`src/rtl/tmds_pkg.sv`:
```
package tmds_pkg;
  localparam int unsigned DW     = 8;        // colour component width
  localparam int unsigned SW     = DW + 2;   // symbol width = serial ratio
  localparam int unsigned NCH    = 3;        // data lanes
  localparam int unsigned DISP_W = 6;        // signed disparity width
  localparam int          DISP_LIM = 8;

  typedef logic [SW-1:0] sym_t;
  typedef logic [DW-1:0] byte_t;

  // time order 0000011111 when sent lsb first
  localparam sym_t CLK_PAT = 10'b1111100000;

  function automatic sym_t ctl_token(input logic [1:0] c);
    unique case (c)
      2'b00:   ctl_token = 10'h354;
      2'b01:   ctl_token = 10'h0AB;
      2'b10:   ctl_token = 10'h154;
      default: ctl_token = 10'h2AB;
    endcase
  endfunction

  function automatic int unsigned edges_in(input byte_t v);
    int unsigned n;
    n = 0;
    for (int k = 1; k < DW; k++) n += (v[k] != v[k-1]) ? 1 : 0;
    return n;
  endfunction
endpackage

```
`src/rtl/tmds_tm_stage.sv`:
```
module tmds_tm_stage
  import tmds_pkg::*;
(
  input  byte_t         d_i,
  output logic [DW:0]   qm_o
);
  localparam int unsigned HALF = DW / 2;

  logic [DW-1:0] chain;
  logic          use_xnor;
  int unsigned   n1;

  always_comb begin
    n1       = $countones(d_i);
    use_xnor = (n1 > HALF) || ((n1 == HALF) && !d_i[0]);
  end

  assign chain[0] = d_i[0];
  for (genvar k = 1; k < DW; k++) begin : g_chain
    assign chain[k] = use_xnor ? ~(chain[k-1] ^ d_i[k]) : (chain[k-1] ^ d_i[k]);
  end

  assign qm_o = {~use_xnor, chain};
endmodule

```
`src/rtl/tmds_chan_enc.sv`:
```
module tmds_chan_enc
  import tmds_pkg::*;
(
  input  logic       clk_i,
  input  logic       rst_ni,
  input  logic       ce_i,
  input  logic       de_i,
  input  byte_t      d_i,
  input  logic [1:0] c_i,
  output sym_t       sym_o
);
  typedef logic signed [DISP_W-1:0] disp_t;
  localparam disp_t ZERO = '0;
  localparam disp_t TWO  = disp_t'(2);
  localparam disp_t HALF = disp_t'(DW / 2);
  localparam disp_t LIM  = disp_t'(DISP_LIM);

  logic [DW:0] qm;
  disp_t       disp_q, disp_n, ones_s, diff;
  sym_t        sym_q, sym_n;
  logic        qm_x;

  tmds_tm_stage u_tm (.d_i(d_i), .qm_o(qm));

  assign qm_x = qm[DW];

  always_comb begin
    ones_s = disp_t'($countones(qm[DW-1:0]));
    diff   = (ones_s - HALF) <<< 1;
    if (disp_q == ZERO || ones_s == HALF) begin
      sym_n  = {~qm_x, qm_x, qm_x ? qm[DW-1:0] : ~qm[DW-1:0]};
      disp_n = qm_x ? disp_q + diff : disp_q - diff;
    end else if ((disp_q > ZERO && ones_s > HALF) ||
                 (disp_q < ZERO && ones_s < HALF)) begin
      sym_n  = {1'b1, qm_x, ~qm[DW-1:0]};
      disp_n = disp_q - diff + (qm_x ? TWO : ZERO);
    end else begin
      sym_n  = {1'b0, qm_x, qm[DW-1:0]};
      disp_n = disp_q + diff - (qm_x ? ZERO : TWO);
    end
  end

  always_ff @(posedge clk_i or negedge rst_ni) begin
    if (!rst_ni) begin
      sym_q  <= '0;
      disp_q <= ZERO;
    end else if (ce_i) begin
      if (de_i) begin
        sym_q  <= sym_n;
        disp_q <= disp_n;
      end else begin
        sym_q  <= ctl_token(c_i);
        disp_q <= ZERO;
      end
    end
  end

  assign sym_o = sym_q;

  a_r6_disp_bound: assert property (@(posedge clk_i) disable iff (!rst_ni)
    (disp_q <= LIM) && (disp_q >= -LIM));

  a_r6_blank_clears: assert property (@(posedge clk_i) disable iff (!rst_ni)
    ce_i && !de_i |=> disp_q == ZERO);

  a_r7_token_set: assert property (@(posedge clk_i) disable iff (!rst_ni)
    ce_i && !de_i |=> (sym_q == ctl_token(2'b00)) || (sym_q == ctl_token(2'b01)) ||
                      (sym_q == ctl_token(2'b10)) || (sym_q == ctl_token(2'b11)));

  a_r4_trans_limit: assert property (@(posedge clk_i) disable iff (!rst_ni)
    ce_i && de_i |=> edges_in(sym_q[SW-1] ? ~sym_q[DW-1:0] : sym_q[DW-1:0]) <= 3);
endmodule

```
`src/rtl/tmds_serializer.sv`:
```
module tmds_serializer
  import tmds_pkg::*;
(
  input  logic clk_i,
  input  logic rst_ni,
  input  logic ld_i,
  input  sym_t word_i,
  output logic ser_o
);
  sym_t sh_q;

  always_ff @(posedge clk_i or negedge rst_ni) begin
    if (!rst_ni)   sh_q <= '0;
    else if (ld_i) sh_q <= word_i;
    else           sh_q <= sh_q >> 1;
  end

  assign ser_o = sh_q[0];
endmodule

```
`src/rtl/tmds_link_tx.sv`:
```
module tmds_link_tx
  import tmds_pkg::*;
(
  input  logic              clk_i,
  input  logic              rst_ni,
  input  logic              pix_ce_i,
  input  logic              de_i,
  input  logic [NCH*DW-1:0] rgb_i,
  input  logic              hsync_i,
  input  logic              vsync_i,
  input  logic [1:0]        ctl_g_i,
  input  logic [1:0]        ctl_r_i,
  output logic [NCH-1:0]    tmds_d_o,
  output logic              tmds_clk_o
);
  logic [1:0] chan_c [NCH];
  sym_t       chan_sym [NCH];
  logic       ld_q;

  assign chan_c[0] = {vsync_i, hsync_i};
  assign chan_c[1] = ctl_g_i;
  assign chan_c[2] = ctl_r_i;

  always_ff @(posedge clk_i or negedge rst_ni) begin
    if (!rst_ni) ld_q <= 1'b0;
    else         ld_q <= pix_ce_i;
  end

  for (genvar ch = 0; ch < NCH; ch++) begin : g_lane
    tmds_chan_enc u_enc (
      .clk_i (clk_i),
      .rst_ni(rst_ni),
      .ce_i  (pix_ce_i),
      .de_i  (de_i),
      .d_i   (rgb_i[ch*DW +: DW]),
      .c_i   (chan_c[ch]),
      .sym_o (chan_sym[ch])
    );
    tmds_serializer u_ser (
      .clk_i (clk_i),
      .rst_ni(rst_ni),
      .ld_i  (ld_q),
      .word_i(chan_sym[ch]),
      .ser_o (tmds_d_o[ch])
    );
  end

  tmds_serializer u_clk_ser (
    .clk_i (clk_i),
    .rst_ni(rst_ni),
    .ld_i  (ld_q),
    .word_i(CLK_PAT),
    .ser_o (tmds_clk_o)
  );

  a_r2_ce_spacing: assert property (@(posedge clk_i) disable iff (!rst_ni)
    pix_ce_i |=> !pix_ce_i);

  a_r8_clk_low_first: assert property (@(posedge clk_i) disable iff (!rst_ni)
    ld_q |=> !tmds_clk_o);
endmodule

```
`config.mk`:
```
export PLATFORM = sky130hd
export DESIGN_NAME = tmds_link_tx
export DESIGN_NICKNAME = d
export VERILOG_FILES = /design/src/rtl/tmds_pkg.sv /design/src/rtl/tmds_tm_stage.sv /design/src/rtl/tmds_chan_enc.sv /design/src/rtl/tmds_serializer.sv /design/src/rtl/tmds_link_tx.sv
export SDC_FILE = /design/constraint.sdc
export NUM_CORES = 1
export LEC_CHECK = 0
export BUFFER_PORTS_ARGS = -buffer_cell sky130_fd_sc_hd__buf_4
export CAP_MARGIN = 20
export CORE_MARGIN = 5
export CORE_UTILIZATION = 52
export CTS_CLUSTER_SIZE = 30
export DETAILED_ROUTE_END_ITERATION = 16
export PLACE_DENSITY = 0.69
export SETUP_SLACK_MARGIN = 0.05
export SLEW_MARGIN = 20
export SYNTH_ARGS = -nofsm -noshare
export SYNTH_HDL_FRONTEND = slang
export SYNTH_SLANG_ARGS = --single-unit
```
`constraint.sdc`:
```
create_clock -name clk_i -period 3.3 [get_ports clk_i]
set_input_delay 0.165 -clock clk_i [delete_from_list [all_inputs] [get_ports clk_i]]
set_output_delay 0.165 -clock clk_i [all_outputs]
set_load 0.02 [all_outputs]
```
=== After elaboration in Yosys (flattened, before gate mapping) ===
Index checks and enable logic that the tools add are counted.

* Flip-flop bits (word level): 89
* Latch bits: 0
* RAM bits: 0
* Bits in read-only memories: 0
* Output and inout port bits: 4
* Memories: 0

* Add/subtract/negate cells: 57
* Multiply operators: 0
* Divide/modulo/power cells: 0
* $lt $le $gt $ge: 15
* Equality and inequality tests: 12
* Shift operators: 0
* Mux-type cells: 58
* Bitwise logic cells: 48
* Reduce and logical (&&, ||, !) cells: 27

{| class="wikitable"
|+ Operators by type and width
! kind !! number
|-
| 10-bit two-way mux || 13
|-
| 32-bit by 2-bit adder with 32-bit output || 3
|-
| 32-bit by 3-bit adder with 32-bit output || 3
|-
| 32-bit by 3-bit == test with 1-bit output (second input constant) || 3
|-
| 32-bit by 3-bit > comparator with 1-bit output (second input constant) || 3
|-
| 6-bit adder || 15
|-
| 10-bit case mux with 3 select lines || 3
|-
| 6-bit two-way mux || 12
|-
| 1-bit by 1-bit adder with 2-bit output || 24
|-
| 6-bit subtractor || 6
|-
| 8-bit two-way mux || 3
|-
| 1-bit inverter || 24
|-
| 8-bit inverter || 3
|-
| 1-bit two-way mux || 21
|-
| 1-bit XOR || 21
|-
| 6-bit by 4-bit == test with 1-bit output (second input constant) || 3
|-
| 6-bit by 1-bit > comparator with 1-bit output (second input constant) || 3
|-
| 6-bit by 4-bit > comparator with 1-bit output (second input constant) || 3
|-
| 6-bit zero test || 3
|-
| 6-bit by 1-bit < comparator with 1-bit output (second input constant) || 3
|-
| 6-bit by 4-bit < comparator with 1-bit output (second input constant) || 3
|-
| 5-bit by 4-bit subtractor with 5-bit output (second input constant) || 3
|-
| 2-bit two-way mux || 6
|-
| 2-bit by 2-bit adder with 3-bit output || 3
|-
| 6 further kinds || 30
|}

=== Longest topological paths before layout ===
* Depth in word-level cells: 34
* Gate-level depth with buffers: 29
* Gate-level depth less buffers: 28

=== Modules after synthesis ===
A second synthesis with hierarchy kept.

* Cells, all modules: 750
* Area, all modules: 7634.8 um^2

{| class="wikitable"
|+ Modules (own cells, without submodules)
! module !! instances !! cells each !! area an instance (um^2) !! seq. area each (um^2)
|-
| tmds_chan_enc (g_lane[0].u_enc ...) || 2 || 187 || 1634.1 || 375.4
|-
| tmds_chan_enc (g_lane[1].u_enc) || 1 || 190 || 1632.8 || 375.4
|-
| tmds_serializer || 4 || 21 || 404.1 || 250.2
|-
| tmds_tm_stage || 3 || 33 || 361.6 || 0.0
|-
| tmds_link_tx || 1 || 3 || 32.5 || 25.0
|}

=== Least setup slack after synthesis ===
OpenSTA, ideal clock, no wires.

* Kind: input to register
* Start: input port rgb_i[8]
* End: register g_lane[1].u_enc.disp_q[5]
* Setup time: 0.126 ns
* Data arrival time: 7.063 ns
* Setup slack: -3.889 ns
* Cell stages on the path: 28
* Path buffers: 2
* Cell sequence: ha_1 -> inv_1 -> fa_1 -> fa_1 -> inv_1 -> fa_1 -> fa_1 -> or3b_1 -> nand3_1 -> nand2_1 -> buf_2 -> xnor2_1 -> nor2_1 -> fa_1 -> inv_1 -> fa_1 -> inv_1 -> ha_1 -> fa_1 -> ha_1 -> ha_1 -> clkbuf_1 -> nand4b_1 -> or3_1 -> o211ai_1 -> xnor3_1 -> mux2i_1 -> a221o_1

* Longest elaborated chain between the ends: 34
* Elaborated cells on any way between the ends: 54
* Those cells by class: add/sub (15); order compare (3); eq/ne (2); mux (13); bitwise (14); reduce/logical (7)

{| class="wikitable"
|+ Ends and longest elaborated chain
! item !! RTL line !! source
|-
| from (decl) || tmds_link_tx.sv:8 || <nowiki>input logic [NCH*DW-1:0] rgb_i,</nowiki>
|-
| parallel branches: the longest is 32 deep, another holds 32-bit by 2-bit adder with 32-bit output || n/a ||
|-
| 6-bit two-way mux * || tmds_chan_enc.sv:30 || <nowiki>if (disp_q == ZERO || ones_s == HALF) begin</nowiki>
|-
| 6-bit two-way mux * || tmds_chan_enc.sv:48 || <nowiki>if (de_i) begin</nowiki>
|-
| to (signal assigned) || tmds_chan_enc.sv:50 || <nowiki>disp_q <= disp_n;</nowiki>
|-
| to (decl) || tmds_chan_enc.sv:19 || <nowiki>disp_t disp_q, disp_n, ones_s, diff;</nowiki>
|}

Mark *: on every way between the ends.
A chain may end at the register's enable or synchronous reset.

=== Worst setup path after layout ===
Ends and elaborated chain as after synthesis.

==> results.md <==
- Outcome: finished with violations
- Failing checks: setup timing
- Final hold vios: 0
- Routability cong.: 0.913
- Gr busiest metal: met2
- Worst reg2reg startpoint: g_lane[1].u_enc.disp_q[1]$_DFFE_PN0P_
- Multi-input gate area: 5840 µm²
- Via density: 5.51
- Number of synthesized register bits: 86
- First-pass GRT wire length: 33000 µm
- Num rows: 43
- Initial antenna violation count: 0
- Fillers: 868
- DRC violation total after the first TritonRoute iteration: 337
- Clock Root Buffer: clkbuf_16
- Post-Layout Cell Count: 1165
- Fin crit share: 198%
- Cells after DPL: 1120
- Routed length per placed instance: 17.3 µm
- GR met1 Demand/Resource: 28.8%
- Vias in the first global route: 7003
- Initial Utilization: 53.4%
- Final net count: 1122
- CTS tree: done
- Final-report setup violation count: 45
- Setup ws final: -3.24 ns
- Antenna diode count: 0
- Crit-path max FO: 8
- Ports: 38
- Actual slew at the worst max-slew pin: 0.733 ns
- Hold Path Class: primary input to flip-flop
- Fmax: 0.153 GHz
- Cell variety after synth: 70
- Pre-antenna DRT Iters: 5
- Place WS: -3.89 ns
- Crit path capture type: flip-flop
- Top cell type's share of synthesized area: 28.9%
- P&R area growth vs syn: 44.4%
- Mapped Area: 7440 µm²
- Clk sinks: 86
- Crit path DAT: 6.77 ns
- DIE HEIGHT: 130 µm
- Cell taking the most area after synthesis: dfrtp_1
- GRT Total Usage: 24.5%
- Die width: 130 µm
- Grt total ovfl: 0
- Residual DRC count: 0
- GR Util met2: 45.1%
- CTS clk-pin slew, worst paths: 0.07 ns
- Share of post-route cells with drive strength above 1: 45.2%
- Met3 Usage GRT: 3.87%
- DP Wirelength: 14500 µm
- DRT Wirelength: 20200 µm
- H-tree levels: 3
- Maxcap violations: 0
- CP required: 3.53 ns
- CP Launch Type: primary input
- Final core occ: 77.1%
- Largest net degree at the start of global routing: 77
- Leading register cell type out of synthesis: dfrtp_1
- Die area: 16800 µm²
- CP startpoint: rgb_i[8]
- Core area: 13900 µm²
- Worst Skew: 0.00606 ns
- Syn nets: 915
- Num CTS Buffers: 9
- Post-synthesis sequential area ratio: 28.9%
- Routed vias: 6424
- Slew Limit Fails: 0
- DRT antenna net count: 0
- Min Tclk post-route: 6.54 ns
- Cells after Synth: 773
- Slew Limit Headroom: 51.1%
- EDFF count, synth: 0
- Top cells by count, synth: 86 x dfrtp_1, 80 x ha_1, 79 x inv_1
- Count leader, synth: dfrtp_1
- IO Port Bufs: 37
- RSZ-0062 raised after global routing: true
- Synth area leaders: dfrtp_1 29%, ha_1 13%, fa_1 7.5%
- Ys Warns: 0
- Clk_lat worst skew: 0.34 ns
- Syn avg cell area: 9.63 µm²
- Critical path type: primary input to flip-flop
- FF+latch area: 2150 µm²
- Longest Clk Path Bufs: 2
- Ys async rst share: 100%
- Hold_sp: pix_ce_i
[metrics by stage]
step	hold WS, ns	area, µm²	TNS (ns)
floorplan	-0.131	7920	-131.41
global placement	0.368	9470	-142.52
detailed placement	0.387	9470	-148.85
CTS	0.0142	10200	-125.40
global route	0.225	10700	-136.87
finish	0.224	10700	-128.27
[area by class of cell]
cell class | instances | area share [%]
Timing Repair Buffer | 229 | 17.8
Clock buffer | 9 | 2.10
Clock inverter | 7 | 0.664
Inverter | 82 | 3.00
Multi-Input combinational cell | 572 | 54.3
Tap cell | 180 | 2.10
Sequential cell | 86 | 20.0
[sequential cells by signal, summed over array words and instances, names as in the netlist]
signal               flops
g_lane.u_ser.sh_q       30
g_lane.u_enc.sym_o      30
g_lane.u_enc.disp_q     15
u_clk_ser.sh_q          10
ld_q                     1
[path summary, 6_finish.rpt]
| path | endpoint | slack [ns] | cells after the start |
|---|---|---|---|
| max | g_lane[1].u_enc.disp_q[5]$_DFFE_PN0P_ | -3.24 | 27 |
| min | ld_q$_DFF_PN0_ | 0.22 | 1 |
| max reg2reg | g_lane[1].u_enc.disp_q[5]$_DFFE_PN0P_ | 0.64 | 11 |
| min reg2reg | u_clk_ser.sh_q[6]$_DFF_PN0_ | 0.43 | 1 |
| max in group asynchronous | g_lane[0].u_enc.sym_o[9]$_DFFE_PN0P_ | 2.22 | 4 |
| min in group asynchronous | g_lane[0].u_enc.disp_q[4]$_DFFE_PN0P_ | 0.28 | 2 |
[logic make-up (layout without fill, tap and decap cells)]
kind of cell,Yosys count,after routing,synth area share [%]
compound gates,155,155,13.7
xor+xnor,91,91,11.1
fa+ha+maj,108,108,21.0
buf+inv,115,327,6.07
flops,86,86,28.9
mux,47,47,6.99
simple gates,171,171,12.3
[cell usage in the layout, fill, tap and decap left out, drive strengths merged, types with 6 or more instances in the layout]
cell type and n:
buf 228, inv 87, dfrtp 86, ha 80, xnor2 64, nor2 58, a21oi 48, mux2 30
fa 28, o21ai 28, xor2 26, nand2 23, o22ai 17, mux2i 17, nand3 16, nor3b 11
o21bai 11, nor2b 10, clkbuf 9, nor3 9, nand2b 7, a211oi 7, or2 6, a21o 6
[critical path, cell delays in order]
cell and delay (ns):
buf_8 0.10, ha_4 0.27, inv_4 0.04, fa_1 0.46
fa_1 0.51, inv_2 0.04, fa_2 0.36, fa_2 0.45
or3b_4 0.43, nand3_4 0.09, nand2_4 0.09, xnor2_2 0.16
nor2_2 0.07, fa_1 0.56, inv_2 0.05, fa_1 0.52
inv_1 0.05, ha_2 0.18, fa_2 0.57, buf_6 0.13
ha_4 0.23, xnor2_2 0.25, nand3b_1 0.14, mux2_4 0.29
xor2_1 0.15, mux2i_1 0.09, a221o_1 0.30
[what timing repair did]
action,in CTS,in global routing
endpoints found under the hold margin,0,19
setup buffers,11,18
gates resized for setup,93,66
setup endpoints to repair,45,45
pin swaps,60,32
hold buffers,0,1
[per-layer routing]
metal / wire length [µm] / part of all wire (%) / up-vias
li1: - / - / 3048
met1: 8320 / 41 / 3193
met2: 10800 / 53 / 134
met3: 599 / 3.0 / 49
met4: 506 / 2.5 / 0
met5: 0 / 0 / -
Power is left out: the tool's default activity adds up to more than one toggle a clock period on the data nets, which glitch-free logic cannot reach.
